[src/rtl/sfr_pkg.sv]
`timescale 1ns/1ps
package sfr_pkg;

  typedef enum logic [2:0] {
    PH_IDLE,
    PH_HDR,
    PH_DUMMY,
    PH_DATA,
    PH_TAIL
  } phase_e;

  // Read command for each lane mode; the reserved value falls back to one lane.
  function automatic logic [7:0] read_opcode(input logic [1:0] mode);
    case (mode)
      2'd1:    return 8'h6B;
      2'd2:    return 8'h8B;
      default: return 8'h0B;
    endcase
  endfunction

  // Rising edges of the serial clock needed to gather one byte.
  function automatic logic [3:0] samples_per_byte(input logic [1:0] mode);
    case (mode)
      2'd1:    return 4'd2;
      2'd2:    return 4'd1;
      default: return 4'd8;
    endcase
  endfunction

endpackage

[src/rtl/sfr_tick.sv]
`timescale 1ns/1ps
module sfr_tick #(
  parameter int DIV_W = 8
) (
  input  logic             clk,
  input  logic             rst_n,
  input  logic             run,
  input  logic             hold,
  input  logic [DIV_W-1:0] div,
  output logic             tick
);
  logic [DIV_W-1:0] cnt;

  // One tick per half period; a hold parks the counter at its terminal value.
  assign tick = run && !hold && (cnt == div);

  always_ff @(posedge clk or negedge rst_n) begin
    if (!rst_n)                cnt <= '0;
    else if (!run || tick)     cnt <= '0;
    else if (cnt != div)       cnt <= cnt + DIV_W'(1);
  end
endmodule

[src/rtl/sfr_tx.sv]
`timescale 1ns/1ps
module sfr_tx #(
  parameter int W = 32
) (
  input  logic         clk,
  input  logic         rst_n,
  input  logic         load,
  input  logic [W-1:0] load_val,
  input  logic         shift,
  output logic         bit_o
);
  logic [W-1:0] sr;

  always_ff @(posedge clk or negedge rst_n) begin
    if (!rst_n)     sr <= '0;
    else if (load)  sr <= load_val;
    else if (shift) sr <= {sr[W-2:0], 1'b0};
  end

  assign bit_o = sr[W-1];
endmodule

[src/rtl/sfr_rx.sv]
`timescale 1ns/1ps
module sfr_rx
  import sfr_pkg::*;
(
  input  logic       clk,
  input  logic       rst_n,
  input  logic       clr,
  input  logic [1:0] mode,
  input  logic       cap,
  input  logic [7:0] lanes,
  input  logic       m_ready,
  output logic       m_valid,
  output logic [7:0] m_data,
  output logic       last_sample
);
  logic [7:0] acc;
  logic [7:0] nxt;
  logic [3:0] sub;
  logic [3:0] spb;

  assign spb         = samples_per_byte(mode);
  assign last_sample = (sub == spb - 4'd1);

  always_comb begin
    case (mode)
      2'd1:    nxt = {acc[3:0], lanes[3:0]};
      2'd2:    nxt = lanes;
      default: nxt = {acc[6:0], lanes[1]};
    endcase
  end

  always_ff @(posedge clk or negedge rst_n) begin
    if (!rst_n) begin
      acc     <= '0;
      sub     <= '0;
      m_valid <= 1'b0;
      m_data  <= '0;
    end else begin
      if (m_valid && m_ready) m_valid <= 1'b0;
      if (clr) begin
        acc <= '0;
        sub <= '0;
      end else if (cap) begin
        acc <= nxt;
        if (last_sample) begin
          sub     <= '0;
          m_data  <= nxt;
          m_valid <= 1'b1;
        end else begin
          sub <= sub + 4'd1;
        end
      end
    end
  end

  p_hold_data_r7: assert property (@(posedge clk) disable iff (!rst_n)
    (m_valid && !m_ready) |=> (m_valid && $stable(m_data)));
endmodule

[src/rtl/sfr_seq.sv]
`timescale 1ns/1ps
module sfr_seq
  import sfr_pkg::*;
#(
  parameter int ADDR_W    = 24,
  parameter int CNT_W     = 16,
  parameter int DIV_W     = 8,
  parameter int DUMMY_CYC = 8
) (
  input  logic              clk,
  input  logic              rst_n,
  input  logic              start,
  input  logic [1:0]        lane_mode,
  input  logic [ADDR_W-1:0] rd_addr,
  input  logic [CNT_W-1:0]  rd_len,
  input  logic [DIV_W-1:0]  clk_div,
  output logic              busy,
  output logic              done,
  output logic              m_valid,
  input  logic              m_ready,
  output logic [7:0]        m_data,
  output logic              cs_n,
  output logic              sck,
  output logic [7:0]        io_out,
  output logic [7:0]        io_oe,
  input  logic [7:0]        io_in
);
  localparam int HDR_W = 8 + ADDR_W;
  localparam int EC_W  = $clog2(HDR_W + 1);

  phase_e            ph;
  logic [1:0]        mode_q;
  logic [DIV_W-1:0]  div_q;
  logic [CNT_W-1:0]  left;
  logic [EC_W-1:0]   ecnt;
  logic              tail;
  logic              tick, hold, cap, shift, accept, last_sample, tx_bit, byte_done;
  logic [7:0]        op_q;

  assign busy      = (ph != PH_IDLE);
  assign accept    = (ph == PH_IDLE) && start && (rd_len != '0);
  assign cap       = tick && !sck && (ph == PH_DATA);
  assign byte_done = cap && last_sample;
  assign shift     = tick && sck && (ph == PH_HDR) && (ecnt != EC_W'(HDR_W));
  assign hold      = ((ph == PH_DATA) && !sck && last_sample && m_valid) ||
                     ((ph == PH_TAIL) && m_valid);
  assign io_out    = {7'b0, tx_bit};
  assign op_q      = read_opcode(mode_q);

  sfr_tick #(.DIV_W(DIV_W)) u_tick (
    .clk(clk), .rst_n(rst_n), .run(busy), .hold(hold), .div(div_q), .tick(tick)
  );

  sfr_tx #(.W(HDR_W)) u_tx (
    .clk(clk), .rst_n(rst_n), .load(accept),
    .load_val({read_opcode(lane_mode), rd_addr}),
    .shift(shift), .bit_o(tx_bit)
  );

  sfr_rx u_rx (
    .clk(clk), .rst_n(rst_n), .clr(accept), .mode(mode_q), .cap(cap),
    .lanes(io_in), .m_ready(m_ready), .m_valid(m_valid), .m_data(m_data),
    .last_sample(last_sample)
  );

  always_ff @(posedge clk or negedge rst_n) begin
    if (!rst_n) begin
      ph     <= PH_IDLE;
      cs_n   <= 1'b1;
      sck    <= 1'b0;
      io_oe  <= '0;
      done   <= 1'b0;
      mode_q <= '0;
      div_q  <= '0;
      left   <= '0;
      ecnt   <= '0;
      tail   <= 1'b0;
    end else begin
      done <= 1'b0;
      if (accept) begin
        ph     <= PH_HDR;
        cs_n   <= 1'b0;
        sck    <= 1'b0;
        io_oe  <= 8'h01;
        mode_q <= lane_mode;
        div_q  <= clk_div;
        left   <= rd_len;
        ecnt   <= '0;
        tail   <= 1'b0;
      end else if (tick) begin
        if (ph == PH_TAIL) begin
          if (tail) begin
            ph   <= PH_IDLE;
            cs_n <= 1'b1;
            done <= 1'b1;
          end
          tail <= 1'b1;
        end else if (!sck) begin
          sck <= 1'b1;
          if (ph != PH_DATA) ecnt <= ecnt + EC_W'(1);
          if (byte_done) left <= left - CNT_W'(1);
        end else begin
          sck <= 1'b0;
          case (ph)
            PH_HDR: if (ecnt == EC_W'(HDR_W)) begin
              ph    <= PH_DUMMY;
              ecnt  <= '0;
              io_oe <= '0;
            end
            PH_DUMMY: if (ecnt == EC_W'(DUMMY_CYC)) begin
              ph   <= PH_DATA;
              ecnt <= '0;
            end
            PH_DATA: if (left == '0) ph <= PH_TAIL;
            default: ;
          endcase
        end
      end
    end
  end

  p_idle_quiet_r1: assert property (@(posedge clk) disable iff (!rst_n)
    cs_n |-> (!sck && io_oe == '0));

  p_first_bit_r2: assert property (@(posedge clk) disable iff (!rst_n)
    $fell(cs_n) |-> (io_out[0] == op_q[7]));

  p_lines_released_r4: assert property (@(posedge clk) disable iff (!rst_n)
    (ph == PH_DUMMY || ph == PH_DATA || ph == PH_TAIL) |-> (io_oe == '0));

  p_stall_freeze_r8: assert property (@(posedge clk) disable iff (!rst_n)
    (ph == PH_DATA && hold) |=> $stable(sck));

  p_done_idle_r9: assert property (@(posedge clk) disable iff (!rst_n)
    done |-> (cs_n && !busy));

  p_done_pulse_r9: assert property (@(posedge clk) disable iff (!rst_n)
    done |=> !done);

  p_busy_start_r10: assert property (@(posedge clk) disable iff (!rst_n)
    (busy && start) |=> ($stable(mode_q) && $stable(div_q)));

  p_zero_len_r10: assert property (@(posedge clk) disable iff (!rst_n)
    (!busy && start && rd_len == '0) |=> !busy);
endmodule

[config.mk]
export PLATFORM = sky130hd
export DESIGN_NAME = sfr_seq
export DESIGN_NICKNAME = d
export VERILOG_FILES = /design/src/rtl/sfr_pkg.sv /design/src/rtl/sfr_tick.sv /design/src/rtl/sfr_tx.sv /design/src/rtl/sfr_rx.sv /design/src/rtl/sfr_seq.sv
export SDC_FILE = /design/constraint.sdc
export NUM_CORES = 1
export LEC_CHECK = 0
export BUFFER_PORTS_ARGS = -buffer_cell sky130_fd_sc_hd__buf_2
export CAP_MARGIN = 25
export CORE_MARGIN = 2
export CORE_UTILIZATION = 55
export CTS_CLUSTER_DIAMETER = 80
export DETAILED_ROUTE_END_ITERATION = 6
export PLACE_DENSITY = 0.83
export SLEW_MARGIN = 15
export SYNTH_ARGS = -nofsm -noshare
export SYNTH_HDL_FRONTEND = slang
export SYNTH_SLANG_ARGS = --single-unit
[constraint.sdc]
create_clock -name clk -period 3.2 [get_ports clk]
set_clock_uncertainty 0.05 [all_clocks]
set_input_delay 0.16 -clock clk [delete_from_list [all_inputs] [get_ports clk]]
set_output_delay 0.16 -clock clk [all_outputs]
set_load 0.02 [all_outputs]
==> impl_results.md <==
- Outcome: finished clean
- Power density over cell area: 595 nW/µm²
- Fraction of final layout cells with drive strength greater than 1: 16.4%
- Number of cell rows: 35
- Dominant combinational cell family by area after synthesis: simple AND/OR/NAND/NOR gates
- Maximum fanout count along the critical path: 11
- GRT Overall Usage: 27.5%
- Antenna violations before repair: 0
- Floorplan Core Area: 9330 µm²
- Worst reg2reg startpoint: mode_q[0]
- Max-capacitance violation count: 0
- Drt first-iter violations: 460
- Highest ir drop seen on vdd: 0.336 mV
- Area share of and/or/nand/nor cells after synthesis: 21.9%
- Library cells used by synthesis: 62
- TritonCTS clock tree: yes
- Synth Warn #: 0
- Sink count of the clock tree: 100
- Net count of the finished layout: 752
- End point of the worst hold path: left[10]
- Placed Area: 5780 µm²
- Fmax: 340 MHz
- Crit path kind: reg2reg
- Share of synthesized flip-flops with an asynchronous set or reset: 100%
- Required time at the endpoint of the critical path: 3.44 ns
- Logic depth of the worst register-to-register path: 8
- CTS buffer count: 9
- Final HPWL from detailed placement: 8690 µm
- Worst R2R Setup Slack: 0.26 ns
- Flop and latch count out of synthesis: 100
- HP Class: in2reg
- Setup repair after global routing missed its margin: false
- GRT met2 Usage: 45.1%
- Avg Cell Area, Syn: 9.26 µm²
- Total Die Area: 10500 µm²
- Leading cell types in the layout, fill and taps excluded: dfrtp_1, nand2_1, buf_2, dlygate4sd3_1, o21ai_1
- Gate count after technology mapping: 575
- Fin. Hold Viols: 0
- Crit path setup slack, layout: 0.256 ns
- Routed wire per std cell: 16.7 µm
- GRT busiest layer: met2
- Wire length of the first global-routing pass: 22400 µm
- Transition time at the pin with the least slew margin: 0.707 ns
- Hold Crit Start: rd_len[10]
- Worst-Skew Late Latency: 0.37 ns
- Initial cell density of the core: 57.1%
- Post-CTS setup buffer count: 0
- Sequential area share after synthesis: 47.0%
- Global-route met3 utilization: 5.27%
- Final Slew Violations: 0
- Min cycle time layout: 2.94 ns
- Clock buffer depth: 2
- DP Worst Slack: 0.321 ns
- P_leak: 2.71 nW
- Total Power: 3.83 mW
- Launching element type of the critical path: register
- H-tree levels: 3
- Post-synth EDFFs: 0
- Routed vias/inst: 5.93
- Met1 routing resource usage after global routing: 36.6%
- Destination of the worst register-to-register timing path: left[14]
- Die X: 102 µm
- Synthesized area: 5330 µm²
- Register clock-pin slew on the reported worst setup and hold paths: 0.10 ns
- Multiplexer area fraction after synthesis: 6.25%
- Slew Limit Headroom: 52.9%
- Final period utilization: 92.0%
- Count of vias placed by the detailed router: 4842
- Weighted congestion reported at the end of routability-driven placement: 0.892
- Most common cell after layout, fill and taps aside: dfrtp_1
- Area added between synthesis and finish: 20.7%
- Cell count of the worst hold path: 3
- Number of diodes: 0
- DRC: 0
- Final instance area: 6430 µm²
- Filler cells: 689
- Synthesized-area fraction occupied by xor and xnor cells: 3.45%
- Critical path endpoint category: register
- Post-synthesis compound-gate area fraction: 13.8%
- Worst Hold Margin: 0.0198 ns
- Maximum number of pins on one net before global-route repair: 76
- Global-route congestion overflow total: 0
- Number of buffers added on ports: 76
- Top-level I/O count: 91
- Signal arrival time at the worst endpoint: 3.19 ns
- Setup_tns: 0 ns
- Via count of the first global-routing pass: 4691
- Count of endpoints failing setup in the final report: 0
- Vertical die dimension: 102 µm
- Number of nets with antenna violations after detailed routing: 0
- Post-synthesis adder-cell area fraction: 1.88%
- Most used flip-flop cell after synthesis: dfrtp_1
- Root Driver: clkbuf_8
- First-pass DRT Iterations: 7
- Routed wire length: 13600 µm
==> routing by layer <==
layer | part of all wire, % | vias up
met4 | 2.1 | 0
met5 | 0 | -
met3 | 6.7 | 25
met1 | 41 | 2368
met2 | 50 | 211
li1 | - | 2238
==> power by group <==
part | total (mW) | leakage [nW] | internal [mW] | switching (mW)
clock network | 0.926 | 0.111 | 0.467 | 0.459
logic | 1.05 | 1.38 | 0.459 | 0.594
registers | 1.85 | 1.22 | 1.57 | 0.283
==> what timing repair did <==
action / in CTS / in global routing
setup endpoints to repair: 0 / 1
gates resized for setup: 0 / 1
endpoints found under the hold margin: 95 / 0
hold buffers: 42 / 0
==> per-stage QoR <==
step	utilization, %	std cells
final	68.9	816
after global routing	68.9	816
after floorplan	-	588
after CTS	68.9	816
after detailed placement	62.0	758
after global placement	62.0	758
==> registers in the layout (all words and copies together) (netlist names), 4 cells and up <==
signal       count
u_rx.sub         4
u_tick.cnt       8
u_rx.m_data      8
u_tx.sr         32
div_q            8
left            16
ecnt             6
u_rx.acc         7
==> kinds of logic after synthesis <==
| group | after synthesis |
|---|---|
| AOI/OAI and AO/OA | 122 |
| xor gates and xnor gates | 21 |
| adders and majority gates | 8 |
| buffers and inverters | 60 |
| DFF | 100 |
| muxes | 33 |
| other | 1 |
| and+or+nand+nor | 230 |
==> cell type report <==
cell class | instances | area [µm²] | area share, %
Clock buffer | 11 | 141 | 2.20
Clock inverter | 5 | 83.8 | 1.30
Inverter | 14 | 52.6 | 0.817
Multi-Input combinational cell | 428 | 2580 | 40.1
Sequential cell | 100 | 2500 | 38.9
Tap cell | 129 | 161 | 2.51
Timing Repair Buffer | 129 | 911 | 14.2
==> critical path, stage by stage, from the launching register on <==
cell and delay [ns]:
dfrtp_1 0.39, inv_1 0.11, ha_1 0.26, or3_1 0.40
a211o_1 0.39, nor3_4 0.33, nand2_2 0.22, or4_1 0.53
a31oi_1 0.19
==> how the worst max path moves through the flow <==
stage                    from            end  slack [ns]  cells past startpoint
floorplan           mode_q[0]        left[9]        0.47                     10
global placement    mode_q[0]  u_tick.cnt[0]        0.45                      9
detailed placement  mode_q[0]  u_tick.cnt[0]        0.32                      9
CTS                 mode_q[0]       left[14]        0.31                      8
global route        mode_q[0]       left[14]        0.12                      8
finish              mode_q[0]       left[14]        0.26                      8
==> cells in the mapped netlist, drive strengths merged, types with 12 or more instances <==
cell	number	share of area [%]
mux2i	31	5.8
a21oi	15	1.4
clkbuf	24	1.7
nand4	13	1.5
inv	14	0.99
nand3	28	2.6
buf	22	3.0
nor3	15	1.7
o21ai	60	5.6
nand2	92	6.5
dfrtp	99	47
nor4	12	1.7
nor2	27	1.9
xnor2	13	2.1
Power figures use the tool's default switching activity.
